**config.mk**
```make
export PLATFORM = sky130hd
export DESIGN_NAME = rd_bus_master
export DESIGN_NICKNAME = d
export VERILOG_FILES = /design/src/rtl/rdm_pkg.sv /design/src/rtl/rdm_seq.sv /design/src/rtl/rdm_steer.sv /design/src/rtl/rdm_operand.sv /design/src/rtl/rd_bus_master.sv
export SDC_FILE = /design/constraint.sdc
export NUM_CORES = 1
export LEC_CHECK = 0
export ABC_AREA = 1
export BUFFER_PORTS_ARGS = -buffer_cell sky130_fd_sc_hd__buf_2
export CAP_MARGIN = 10
export CORE_ASPECT_RATIO = 2
export CORE_MARGIN = 3
export CORE_UTILIZATION = 45
export DETAILED_ROUTE_END_ITERATION = 6
export HOLD_SLACK_MARGIN = 0.03
export PLACE_DENSITY = 0.79
export SLEW_MARGIN = 15
export SYNTH_ARGS = -nofsm -noshare
export SYNTH_HDL_FRONTEND = slang
export SYNTH_HIERARCHICAL = 1
export SYNTH_SLANG_ARGS = --single-unit
```
**constraint.sdc**
```tcl
create_clock -name clk -period 3.1 [get_ports clk]
set_input_delay 0.62 -clock clk [delete_from_list [all_inputs] [get_ports clk]]
set_output_delay 0.62 -clock clk [all_outputs]
set_load 0.01 [all_outputs]
```
**src/rtl/rdm_pkg.sv**
```systemverilog
package rdm_pkg;

  typedef enum logic [2:0] {
    ST_IDLE,
    ST_START,
    ST_WAIT,
    ST_END,
    ST_RESP
  } rdm_state_e;

  localparam logic [1:0] ACK_P32  = 2'b00;
  localparam logic [1:0] ACK_P16  = 2'b01;
  localparam logic [1:0] ACK_P8   = 2'b10;
  localparam logic [1:0] ACK_NONE = 2'b11;

  // length code to byte count: 00 means four bytes
  function automatic logic [2:0] size_bytes(input logic [1:0] code);
    return (code == 2'b00) ? 3'd4 : {1'b0, code};
  endfunction

  function automatic logic [2:0] port_bytes(input logic [1:0] ack);
    case (ack)
      ACK_P32: return 3'd4;
      ACK_P16: return 3'd2;
      ACK_P8:  return 3'd1;
      default: return 3'd0;
    endcase
  endfunction

  // bytes moved by one acknowledged cycle
  function automatic logic [2:0] xfer_count(input logic [2:0] rem,
                                            input logic [1:0] alo,
                                            input logic [1:0] ack);
    logic [2:0] room;
    case (ack)
      ACK_P32: room = 3'd4 - {1'b0, alo};
      ACK_P16: room = 3'd2 - {2'b00, alo[0]};
      ACK_P8:  room = 3'd1;
      default: room = 3'd0;
    endcase
    return (rem < room) ? rem : room;
  endfunction

endpackage

```
**src/rtl/rdm_seq.sv**
```systemverilog
module rdm_seq
  import rdm_pkg::*;
#(
  parameter int ADDR_W  = 32,
  parameter int SPACE_W = 3
) (
  input  logic               clk,
  input  logic               rst_n,
  input  logic               req_valid,
  output logic               req_ready,
  input  logic [ADDR_W-1:0]  req_addr,
  input  logic [1:0]         req_size,
  input  logic [SPACE_W-1:0] req_space,
  input  logic               req_nocache,
  output logic               rsp_valid,
  input  logic               rsp_ready,
  output logic [ADDR_W-1:0]  bus_addr,
  output logic [SPACE_W-1:0] bus_space,
  output logic [1:0]         bus_siz,
  output logic               bus_rnw,
  output logic               bus_cyc_n,
  output logic               bus_opstart_n,
  output logic               bus_act_n,
  output logic               bus_buf_en,
  output logic               bus_nocache,
  input  logic [1:0]         bus_ack_n,
  output logic               clr,
  output logic               take,
  output logic [2:0]         cnt,
  output logic [2:0]         done_cnt,
  output logic [2:0]         total
);

  rdm_state_e         state;
  logic [ADDR_W-1:0]  addr_q;
  logic [SPACE_W-1:0] space_q;
  logic               nc_q;
  logic [2:0]         total_q;
  logic [2:0]         rem_q;
  logic               first_q;

  assign req_ready = (state == ST_IDLE);
  assign clr       = req_ready && req_valid;
  assign cnt       = xfer_count(rem_q, addr_q[1:0], bus_ack_n);
  assign take      = (state == ST_WAIT) && (bus_ack_n != ACK_NONE);
  assign done_cnt  = total_q - rem_q;
  assign total     = total_q;

  always_ff @(posedge clk or negedge rst_n) begin
    if (!rst_n) begin
      state   <= ST_IDLE;
      addr_q  <= '0;
      space_q <= '0;
      nc_q    <= 1'b0;
      total_q <= '0;
      rem_q   <= '0;
      first_q <= 1'b0;
    end else begin
      case (state)
        ST_IDLE: if (req_valid) begin
          addr_q  <= req_addr;
          space_q <= req_space;
          nc_q    <= req_nocache;
          total_q <= size_bytes(req_size);
          rem_q   <= size_bytes(req_size);
          first_q <= 1'b1;
          state   <= ST_START;
        end
        ST_START: state <= ST_WAIT;
        ST_WAIT: if (take) begin
          addr_q  <= addr_q + ADDR_W'(cnt);
          rem_q   <= rem_q - cnt;
          first_q <= 1'b0;
          state   <= ST_END;
        end
        ST_END:  state <= (rem_q == 3'd0) ? ST_RESP : ST_START;
        ST_RESP: if (rsp_ready) state <= ST_IDLE;
        default: state <= ST_IDLE;
      endcase
    end
  end

  assign rsp_valid     = (state == ST_RESP);
  assign bus_cyc_n     = !(state == ST_START);
  assign bus_opstart_n = !((state == ST_START) && first_q);
  assign bus_act_n     = !((state == ST_START) || (state == ST_WAIT));
  assign bus_buf_en    = (state == ST_WAIT);
  assign bus_rnw       = 1'b1;
  assign bus_addr      = addr_q;
  assign bus_space     = space_q;
  assign bus_nocache   = nc_q;
  assign bus_siz       = rem_q[1:0];

  p_cyc_one_clk_r2: assert property (@(posedge clk) disable iff (!rst_n)
    !bus_cyc_n |=> bus_cyc_n);
  p_buf_off_start_r2: assert property (@(posedge clk) disable iff (!rst_n)
    !bus_cyc_n |-> (!bus_buf_en && bus_rnw && !bus_act_n));
  p_opstart_with_cyc_r3: assert property (@(posedge clk) disable iff (!rst_n)
    !bus_opstart_n |-> !bus_cyc_n);
  p_wait_hold_r4: assert property (@(posedge clk) disable iff (!rst_n)
    (!bus_act_n && bus_cyc_n && bus_ack_n == ACK_NONE)
      |=> (!bus_act_n && bus_cyc_n && $stable(bus_addr)));
  p_progress_r5: assert property (@(posedge clk) disable iff (!rst_n)
    take |=> (rem_q < $past(rem_q)));

endmodule

```
**src/rtl/rdm_steer.sv**
```systemverilog
module rdm_steer
  import rdm_pkg::*;
#(
  parameter int LANES = 4
) (
  input  logic [LANES*8-1:0] bus_data,
  input  logic [1:0]         ack,
  input  logic [1:0]         alo,
  input  logic [2:0]         cnt,
  input  logic [2:0]         done_cnt,
  input  logic [2:0]         total,
  output logic [LANES-1:0]   we,
  output logic [LANES*8-1:0] wdata
);

  localparam int MASK_ALL = LANES - 1;

  for (genvar j = 0; j < LANES; j++) begin : g_byte
    logic       we_j;
    logic [7:0] byte_j;
    always_comb begin
      we_j   = 1'b0;
      byte_j = 8'h00;
      for (int k = 0; k < LANES; k++) begin
        if (k < int'(cnt) &&
            (int'(total) - 1 - int'(done_cnt) - k) == j) begin
          we_j   = 1'b1;
          byte_j = bus_data[(MASK_ALL - ((int'(alo) + k) &
                   (int'(port_bytes(ack)) - 1))) * 8 +: 8];
        end
      end
    end
    assign we[j]           = we_j;
    assign wdata[j*8 +: 8] = byte_j;
  end

endmodule

```
**src/rtl/rdm_operand.sv**
```systemverilog
module rdm_operand #(
  parameter int LANES = 4
) (
  input  logic               clk,
  input  logic               rst_n,
  input  logic               clr,
  input  logic               take,
  input  logic [LANES-1:0]   we,
  input  logic [LANES*8-1:0] wdata,
  output logic [LANES*8-1:0] q
);

  for (genvar j = 0; j < LANES; j++) begin : g_reg
    logic [7:0] b_q;
    always_ff @(posedge clk or negedge rst_n) begin
      if (!rst_n)              b_q <= 8'h00;
      else if (clr)            b_q <= 8'h00;
      else if (take && we[j])  b_q <= wdata[j*8 +: 8];
    end
    assign q[j*8 +: 8] = b_q;
  end

  p_write_in_cycle_r8: assert property (@(posedge clk) disable iff (!rst_n)
    (we != '0) |-> take);

endmodule

```
**src/rtl/rd_bus_master.sv**
```systemverilog
module rd_bus_master #(
  parameter int ADDR_W  = 32,
  parameter int SPACE_W = 3,
  parameter int DATA_W  = 32
) (
  input  logic               clk,
  input  logic               rst_n,
  input  logic               req_valid,
  output logic               req_ready,
  input  logic [ADDR_W-1:0]  req_addr,
  input  logic [1:0]         req_size,
  input  logic [SPACE_W-1:0] req_space,
  input  logic               req_nocache,
  output logic               rsp_valid,
  input  logic               rsp_ready,
  output logic [DATA_W-1:0]  rsp_data,
  output logic [ADDR_W-1:0]  bus_addr,
  output logic [SPACE_W-1:0] bus_space,
  output logic [1:0]         bus_siz,
  output logic               bus_rnw,
  output logic               bus_cyc_n,
  output logic               bus_opstart_n,
  output logic               bus_act_n,
  output logic               bus_buf_en,
  output logic               bus_nocache,
  input  logic [1:0]         bus_ack_n,
  input  logic [DATA_W-1:0]  bus_data
);

  localparam int LANES = DATA_W / 8;

  logic             clr, take;
  logic [2:0]       cnt, done_cnt, total;
  logic [LANES-1:0] we;
  logic [DATA_W-1:0] wdata;

  rdm_seq #(.ADDR_W(ADDR_W), .SPACE_W(SPACE_W)) u_seq (
    .clk(clk), .rst_n(rst_n),
    .req_valid(req_valid), .req_ready(req_ready), .req_addr(req_addr),
    .req_size(req_size), .req_space(req_space), .req_nocache(req_nocache),
    .rsp_valid(rsp_valid), .rsp_ready(rsp_ready),
    .bus_addr(bus_addr), .bus_space(bus_space), .bus_siz(bus_siz),
    .bus_rnw(bus_rnw), .bus_cyc_n(bus_cyc_n), .bus_opstart_n(bus_opstart_n),
    .bus_act_n(bus_act_n), .bus_buf_en(bus_buf_en), .bus_nocache(bus_nocache),
    .bus_ack_n(bus_ack_n),
    .clr(clr), .take(take), .cnt(cnt), .done_cnt(done_cnt), .total(total)
  );

  rdm_steer #(.LANES(LANES)) u_steer (
    .bus_data(bus_data), .ack(bus_ack_n), .alo(bus_addr[1:0]),
    .cnt(cnt), .done_cnt(done_cnt), .total(total),
    .we(we), .wdata(wdata)
  );

  rdm_operand #(.LANES(LANES)) u_opnd (
    .clk(clk), .rst_n(rst_n), .clr(clr), .take(take),
    .we(we), .wdata(wdata), .q(rsp_data)
  );

  p_resp_hold_r9: assert property (@(posedge clk) disable iff (!rst_n)
    (rsp_valid && !rsp_ready) |=> (rsp_valid && $stable(rsp_data)));
  p_busy_no_accept_r9: assert property (@(posedge clk) disable iff (!rst_n)
    rsp_valid |-> !req_ready);

endmodule

```
---- Word level (Yosys, flattened, before mapping) ----
Cells that the tools add are included.
operators by class
  add/subtract/negate cells ............... 45
  magnitude comparators ................... 5
  equality and inequality tests ........... 22
  shifts and indexed selects .............. 16
  mux-type cells .......................... 74
  bitwise gates (word level) .............. 16
  reductions and logical operators ........ 43
operators with widths
  operator               count
  $shiftx 32x32->8       16
  $sub 3x29->29 const A  16
  $and 29x29->29         12
  $eq 32x3->1 const B    8
  $mux 8                 24
  $eq 32x2->1 const B    4
  $logic_not 32->1       4
  $and 3x29->29          4
  $mux 3                 24
  $sub 3x1->4 const B    17
  $mux 32                2
  $pmux 32 s2            1
  $sub 32x3->32 const B  2
  $add 32x3->32          1
  $sub 32x2->32 const B  1
  $sub 32x4->32          1
  $logic_and 1x1->1      23
  $mux 1                 18
  $pmux 3 s3             2
  $pmux 3 s5             1
  $reduce_bool 2->1      5
  $add 2x2->3 const B    2
  $eq 3x2->1 const B     2
  $logic_not 3->1        2
  20 further kinds       29
word-level totals
  register bits after elaboration ......... 78
  input port bits ......................... 76
  output and inout bits ................... 77
  word-level logic and storage cells ...... 232

---- Longest topological paths before layout ----
Gate-level depths: netlist of run 1.
  word-level depth ........................ 17
  mapped depth ............................ 25
  mapped depth without buffers ............ 25

---- By module ----
Netlist of run 1, hierarchy kept.
by module, submodules not included
  module       instances  cells an instance  area each (sq um)  seq. area each (sq um)
  rdm_seq      1          523                3,449.6            1,151.1
  rdm_steer    1          527                2,708.8            0.0
  rdm_operand  1          208                1,555.2            800.8

---- Worst setup path after synthesis of run 1 ----
No wires, ideal clock.
  kind .................................... register -> register
  start point ............................. register u_seq.rem_q[0]
  end point ............................... register u_opnd.g_reg[0].b_q[2]
  setup time .............................. 0.065 ns
  data arrival time ....................... 3.347 ns
  data required time ...................... 3.035 ns
  slack ................................... -0.312 ns
  cell stages (with the launch flop) ...... 23
  period minus slack after synthesis ...... 3.412 ns
  cell sequence ........................... dfrtp_1 > ha_1 > fa_1 > xnor2_1 > xor2_1 > inv_1 > ha_1 > inv_1 > nand2_1 > nand2_2 > ha_1 > inv_1 > o21ai_0 > nor2_1 > nor2_4 > buf_2 > nand3_1 > nand4_1 > buf_4 > nand2_2 > nand2_2 > nand2_1 > nand2_1
on the way
  word-level cells in the longest chain between the ends .. 10
  elaborated cells between the ends (all ways) .. 31
  classes of those cells .................. add/sub (5); order compare (5); mux (11); reduce/logical (10)
RTL lines
  element                                                RTL line                          text
  from (decl)                                            rdm_seq.sv:39                     logic [2:0] rem_q;
  from (signal assigned)                                 rdm_seq.sv:65                     rem_q <= size_bytes(req_size);
  from (signal assigned)                                 rdm_seq.sv:72                     rem_q <= rem_q - cnt;
  $sub 3x3->3 *                                          rdm_seq.sv:46                     assign done_cnt = total_q - rem_q;
  named net done_cnt[2]                                  rd_bus_master.sv:33               logic [2:0] cnt, done_cnt, total;
  $sub 32x4->32 *                                        rdm_steer.sv:26                   (int'(total) - 1 - int'(done_cnt) - k) == j) begin
  $sub 32x2->32 or $logic_not 32->1 (tied branches)      rdm_steer.sv:26
  $logic_not 32->1 or $logic_and 1x1->1 (tied branches)  rdm_steer.sv:26, rdm_steer.sv:25
  $logic_and 1x1->1 or $mux 1 (tied branches)            rdm_steer.sv:25                   if (k < int'(cnt) &&
  $mux 1 (2 in series)                                   rdm_steer.sv:25
  $mux 1 *                                               rdm_steer.sv:25
  named net u_steer.g_byte[0].we_j                       rdm_steer.sv:19                   logic we_j;
  $logic_and 1x1->1 *                                    rdm_operand.sv:18                 else if (take && we[j]) b_q <= wdata[j*8 +: 8];
  $reduce_bool 2->1 (no line) *                          --
  to (signal assigned)                                   rdm_operand.sv:18
  to (decl)                                              rdm_operand.sv:14                 logic [7:0] b_q;
The timed path passes the listed nets; every way through them passes the cells marked *. The select of a mux whose other input is x is not followed.
A chain may end at the register's enable or synchronous reset.

---- Worst setup path after layout of run 1 ----
  start point ............................. register u_seq.rem_q[0]
  end point ............................... register u_opnd.g_reg[3].b_q[0]
on the way
  word-level cells in the longest chain between the ends .. 10
  elaborated cells between the ends (all ways) .. 31
  classes of those cells .................. add/sub (5); order compare (5); eq/ne (4); mux (11); reduce/logical (6)
RTL lines
  element                                           RTL line                          text
  $sub 3x3->3 *                                     rdm_seq.sv:46
  named net done_cnt[2]                             rd_bus_master.sv:33
  $sub 32x4->32 *                                   rdm_steer.sv:26
  $sub 32x2->32 or $eq 32x3->1 (tied branches)      rdm_steer.sv:26
  $eq 32x3->1 or $logic_and 1x1->1 (tied branches)  rdm_steer.sv:26, rdm_steer.sv:25
  $logic_and 1x1->1 or $mux 8 (tied branches)       rdm_steer.sv:25
  $mux 8 (2 in series)                              rdm_steer.sv:25
  $mux 8 *                                          rdm_steer.sv:25
  named net wdata[24]                               rd_bus_master.sv:35               logic [DATA_W-1:0] wdata;
  $mux 8 *                                          rdm_operand.sv:18
  $mux 8 *                                          rdm_operand.sv:17                 else if (clr) b_q <= 8'h00;
  to (signal assigned)                              rdm_operand.sv:18
  to (decl)                                         rdm_operand.sv:14
Marked as above.

==> out/results.ini, run 1 <==
[placed_design]
routabilityCongestion = 1.02
io_buffers = 151
place_hpwl_um = 22500

[cells_and_area]
utilization = 0.636
diodes = 0
post_route_cells_drive_above_1_share = 0.313
nets = 1600
syn_to_final_growth_pct = 38.2

[cts]
clock_path_buffers = 2
path_clk_slew_ns = 0.06
cts-root-buf = clkbuf_16
tritoncts = built
numCtsBuffers = 9
ctsHtreeMaxLevel = 3
clock_latency_ns = 0.35
cts_num_sinks = 78

[logic_synthesis]
yosys.area.top_type = dfrtp_1
synth.area.top_cells = dfrtp_1 (25%), nand2_1 (17%), nand3_1 (9.3%)
syn_area_um2 = 7710
yosysWarnings = 6
synthDominantCellAreaShare = 0.253
yosysMostFrequentCell = nand2_1
synth_seq_cells = 78
synthArstFlopShare = 1.00
synth_common_cells = nand2_1 (347), nor2_1 (162), inv_1 (147)
synthDistinctLibCells = 45
synth_edf_count = 0
synthCells = 1258
synthFlopType = dfrtp_1
synth.avg_cell_area_um2 = 6.13
yosysSeqAreaShare = 0.253
synth_nets = 1359

[global_route]
antenna_found_initial = 1
grt_pass1_vias = 9434
grt_pass1_wl_um = 47000
grt_use_total = 0.316
grt_max_degree = 79
grt_overflow = 0

[drt]
ant_nets = 0
wl_um = 31000
drc = 0
wl_per_cell_um = 18.1
initialDrtViolationCount = 733
firstDrtPassIters = 6
vias = 9702
viasPerCell = 5.68

[floorplan]
die_x_um = 98.6
core-area_um2 = 16800
die_h_um = 191
start_util = 0.460
rows = 67
die_area_um2 = 18800
pin_count = 153

[flow_run]
max_cap_violations = 0

[critical_path]
critPathMaxFanout = 6
worstPathRequired_ns = 3.38
criticalPathCategory = flip-flop to flip-flop
critPathLaunchType = flip-flop
reg2regPathDepth = 22
cp-end-kind = flip-flop
worstPathArrival_ns = 3.72

[timing]
finalHoldViolCount = 0
period_needed_ns = 3.44
timing.final.crit_share = 1.11
slew-limit-headroom = 0.296
setup_viol = 32
maxClockFrequency_mhz = 290
rsz0062_at_grt = true
tightest_slew_ns = 1.06
slew_violations = 0
worst_slack_ns = -0.345
clock_skew_ns = 0.0100

[status]
outcome = finished with violations
violations = negative setup slack

[min_path]
hold_class = input port to asynchronous set/reset pin

==> repair_timing <==
| item | CTS | global route |
|---|---|---|
| pin swaps | 47 | 74 |
| setup buffers | 20 | 14 |
| hold buffers | 0 | 0 |
| gates resized for setup | 55 | 104 |
| endpoints found under the setup margin | 34 | 61 |
| gates cloned | 5 | 3 |
==> registers in the layout, summed over array words and instances (netlist names) <==
| name | flops |
|---|---|
| u_seq/state | 3 |
| u_opnd/g.b_q | 32 |
| u_seq/rem_q | 3 |
| u_seq/bus_nocache | 1 |
| u_seq/total | 3 |
| u_seq/bus_addr | 32 |
| u_seq/bus_space | 3 |
| u_seq/first_q | 1 |
==> worst max-delay path, stage by stage, from the launching register on <==
cell and delay, ns:
dfrtp_1 0.41, ha_4 0.17, fa_2 0.35, xnor2_2 0.17, xor2_1 0.17, inv_1 0.10, ha_4 0.30, inv_4 0.05
nand2_4 0.07, nand2_8 0.08, ha_4 0.28, inv_2 0.03, nor2_2 0.08, nand2_2 0.07, nor2_4 0.22, buf_6 0.19
buf_12 0.12, nand4_1 0.07, nand3_1 0.13, inv_1 0.06, nor2_2 0.12, nand2_2 0.07, nand2_1 0.06
==> per-layer routing <==
| metal | wire, um | track usage |
|---|---|---|
| met1 | 9440 | 0.288 |
| met5 | 9 | 0 |
| met4 | 2740 | 0.244 |
| met3 | 2120 | 0.0548 |
| met2 | 16700 | 0.602 |
==> worst paths after layout <==
path	start	end	slack (ns)
worst min-delay path	rst_n	u_opnd/g_reg[1].b_q[2]$_DFFE_PN0P_	0.41
min in group clk	req_space[2]	u_seq/bus_space[2]$_DFFE_PN0P_	0.47
max in group asynchronous	rst_n	u_seq/bus_addr[1]$_DFFE_PN0P_	1.94
worst max-delay path	u_seq/rem_q[0]$_DFFE_PN0P_	u_opnd/g_reg[3].b_q[0]$_DFFE_PN0P_	-0.34
worst min register to register	u_opnd/g_reg[0].b_q[5]$_DFFE_PN0P_	u_opnd/g_reg[0].b_q[5]$_DFFE_PN0P_	0.49
worst max register to register	u_seq/rem_q[0]$_DFFE_PN0P_	u_opnd/g_reg[3].b_q[0]$_DFFE_PN0P_	-0.34
==> through the flow <==
step	instances	instance area [um2]	setup TNS (ns)	setup slack [ns]	hold WS, ns
3_3_place_gp	1655	9290	-6.36	-0.172	0.459
4_1_cts	1694	10100	-7.63	-0.286	0.462
2_1_floorplan	1258	7840	-1.97	-0.111	0.324
3_5_place_dp	1655	9290	-11.81	-0.283	0.472
6_report	1709	10700	-9.47	-0.345	0.409
5_1_grt	1709	10700	-14.71	-0.519	0.477
==> logic make-up after synthesis <==
logic type,synth area share
AO/OA/AOI/OAI,0.0912
XOR/XNOR,0.00795
adder cells (fa/ha/maj),0.0444
buffers and inverters,0.126
flip-flops,0.253
multiplexers,0.00519
other,0.000486
AND/OR/NAND/NOR,0.472
==> placed cells by master (no fill, tap or decap), types with 3 or more instances in the layout <==
cell type	n
nand2_2	33
nand2_4	19
o21ai_0	67
nor3_1	9
nand4_1	68
nand3b_1	10
clkbuf_16	11
buf_12	14
buf_2	150
buf_4	92
nand3_2	28
xnor2_1	3
nand4_4	3
nand3_1	113
inv_1	135
o22ai_1	12
nor2_2	23
o21ai_1	19
inv_4	3
ha_1	12
o21bai_1	3
ha_4	9
nand2_8	3
and3_1	8
a21oi_1	16
nor2_4	15
nor2_1	142
fa_2	3
inv_2	18
or2_2	4
a31oi_1	4
nand2_1	316
dfrtp_1	78
buf_6	20
mux2i_1	4
==> layout make-up <==
type / instances / area [um2]
fillers: 1600 / 6110
multi-input cells: 972 / 5500
repair buffers: 280 / 2040
flip-flops and latches: 78 / 1950
inverters: 158 / 601
well taps: 207 / 259
clock buffers: 10 / 239
clock inverters: 4 / 72.6
Power of run 1 is not shown: default switching activity piles up to over one toggle a cycle in this logic, so the estimate is an artifact.
==> inputs of run 2 (changes only) <==
CORE_UTILIZATION = 52   (was 45)
CTS_CLUSTER_SIZE = 25   (was default)
PLACE_DENSITY = 0.88   (was 0.79)
==> run 2 against run 1 <==
Net effect:
- the flow still finishes with violations (negative setup slack)
- first-iteration DRC count increased by 3.3%
- via count rose by 2.5%
- clock skew grew 0.0062 ns
- flip-flop and latch count did not move
- critical endpoint is now u_opnd/g_reg[3].b_q[3]$_DFFE_PN0P_
- highest routed layer is now met4
==> out/results.ini, run 2 (same netlist as run 1, synthesis figures left out) <==
[status]
outcome = finished with violations
violations = negative setup slack

[placed_design]
io_buffers = 151  ; unchanged
routabilityCongestion = 1.06  ; +4.6%
placed_cells = 1638  ; -1.0%
place_hpwl_um = 23300  ; +3.6%

[cells_and_area]
layout_commonest_cell = nand2_1
multiInputGateArea_um2 = 5470  ; -0.55%
nets = 1585  ; -0.94%
syn_to_final_growth_pct = 34.9
fill_cells = 1230  ; -23%
finalNonFillerCells = 1681  ; -1.6%
mostFrequentLayoutCells = nand2_1 (314), nor2_1 (152), buf_2 (150)
utilization = 0.721  ; +0.0854
diodes = 0  ; unchanged
post_route_cells_drive_above_1_share = 0.291  ; -0.0214
regArea_um2 = 1950  ; unchanged

[drt]
ant_nets = 0  ; unchanged
firstDrtPassIters = 6  ; unchanged
drc = 0  ; unchanged
initialDrtViolationCount = 757  ; +3.3%
wl_um = 32900  ; +6.3%
vias = 9943  ; +2.5%
wl_per_cell_um = 19.6  ; +8.1%
viasPerCell = 5.91  ; +4.2%

[critical_path]
reg2regPathDepth = 23  ; +4.5%
critPathMaxStageDelay_ns = 0.38  ; -0.03 ns
critPathMaxFanout = 20  ; +14
cp_slowest_cell = dfrtp_1
cp_top_family = simple AND/OR/NAND/NOR gates
cp-end-kind = flip-flop
cp.depth = 23  ; +4.5%
path_buf_inv = 7  ; +1
worstPathRequired_ns = 3.39  ; about the same
critPathLaunchType = flip-flop
cp_cell_sequence = inv_2 > ha_4 > fa_2 > xnor2_2 > xor2_1 > inv_1 > ha_4 > inv_4 > nand2_4 > nand2_8 > buf_4 > xor2_1 > nor2_1 > nand2_2 > nor2_4 > buf_12 > buf_12 > nand4_1 > nand3_1 > inv_1 > nor2_1 > nand2_2 > nand2_1
worstPathArrival_ns = 3.82  ; +0.10 ns
criticalPathCategory = flip-flop to flip-flop

[global_route]
antenna_found_initial = 0  ; -1
grt_max_degree = 79  ; unchanged
grt_overflow = 0  ; unchanged
grt_use_total = 0.373  ; +0.0565
grt_pass1_vias = 9309  ; -1.3%
grt_pass1_wl_um = 47000  ; about the same

[timing]
worst_slack_ns = -0.423  ; -0.0787 ns
slew-limit-headroom = 0.143  ; -0.153
setup_viol = 32  ; unchanged
period_needed_ns = 3.52  ; +0.0787 ns
tightest_slew_ns = 1.27  ; +0.217 ns
timing.final.crit_share = 1.14  ; +0.0254
slew_violations = 0  ; unchanged
whs_ns = 0.449  ; +0.0392 ns
finalHoldViolCount = 0  ; unchanged
clock_skew_ns = 0.0163  ; +0.00625 ns
rsz0062_at_grt = true
maxClockFrequency_mhz = 284  ; -2.2%

[floorplan]
die_h_um = 178  ; -6.8%
die_x_um = 92.1  ; -6.6%
core-area_um2 = 14400  ; -14%
rows = 62  ; -7.5%
start_util = 0.535  ; +0.0745
pin_count = 153  ; unchanged
die_area_um2 = 16400  ; -13%

[cts]
clock_latency_ns = 0.37  ; +0.02 ns
clock_path_buffers = 2  ; unchanged
path_clk_slew_ns = 0.07  ; about the same
cts-root-buf = clkbuf_16
tritoncts = built
cts_num_sinks = 78  ; unchanged
postCtsHoldBufs = 0  ; unchanged
numCtsBuffers = 9  ; unchanged
ctsHtreeMaxLevel = 3  ; unchanged

[flow_run]
max_cap_violations = 0  ; unchanged

[min_path]
hold_class = input port to asynchronous set/reset pin

-- run 2: cell count changes in the layout (fill, tap and decap cells not counted), sizes merged --
| cell | delta |
|---|---|
| buf | -16 |
| clkinv | +2 |
| bufbuf | +1 |
| bufinv | -1 |
| clkbuf | -1 |
| inv | +1 |
| nand4 | +1 |
-- run 2: repair_timing --
item | 4_1_cts | 5_1_grt
buffers inserted | 9 | 10
cloned | 5 | 3
gates resized for setup | 32 | 100
pin swaps | 31 | 51
setup endpoints to repair | 46 | 63
-- run 2: final timing paths --
path / end / start / slack, ns
worst max-delay path: u_opnd/g_reg[3].b_q[3]$_DFFE_PN0P_ / u_seq/total[0]$_DFFE_PN0P_ / -0.42
max in group asynchronous: u_seq/state[2]$_DFFE_PN0P_ / rst_n / 1.99
worst max register to register: u_opnd/g_reg[3].b_q[3]$_DFFE_PN0P_ / u_seq/total[0]$_DFFE_PN0P_ / -0.42
min in group clk: u_seq/bus_space[0]$_DFFE_PN0P_ / req_space[0] / 0.45
worst min-delay path: u_opnd/g_reg[1].b_q[6]$_DFFE_PN0P_ / rst_n / 0.45
worst min register to register: u_seq/bus_nocache$_DFFE_PN0P_ / u_seq/bus_nocache$_DFFE_PN0P_ / 0.48
-- run 2: layout make-up --
| cell class | count | share of cell area |
|---|---|---|
| multi-input combinational | 973 | 0.525 |
| sequential | 78 | 0.188 |
| timing repair buffer | 264 | 0.176 |
| inverter | 158 | 0.0580 |
| tap | 192 | 0.0231 |
| clock buffer | 10 | 0.0230 |
| clock inverter | 6 | 0.00661 |
-- run 2: routing by layer --
layer	track usage	up-vias	wire length (um)
li1	-	4559	-
met1	0.322	4492	9780
met2	0.712	637	17200
met3	0.0616	255	2270
met4	0.334	0	3710
met5	0	-	0
-- run 2: stage by stage --
stage	setup WS, ns	area (um2)	setup TNS (ns)
floorplan	-0.111	7840	-1.97
global placement	-0.227	9280	-7.91
detailed placement	-0.317	9280	-13.25
CTS	-0.264	9850	-7.40
global route	-0.514	10400	-15.66
finish	-0.423	10400	-11.46
Power of run 2 is left out for the same reason.
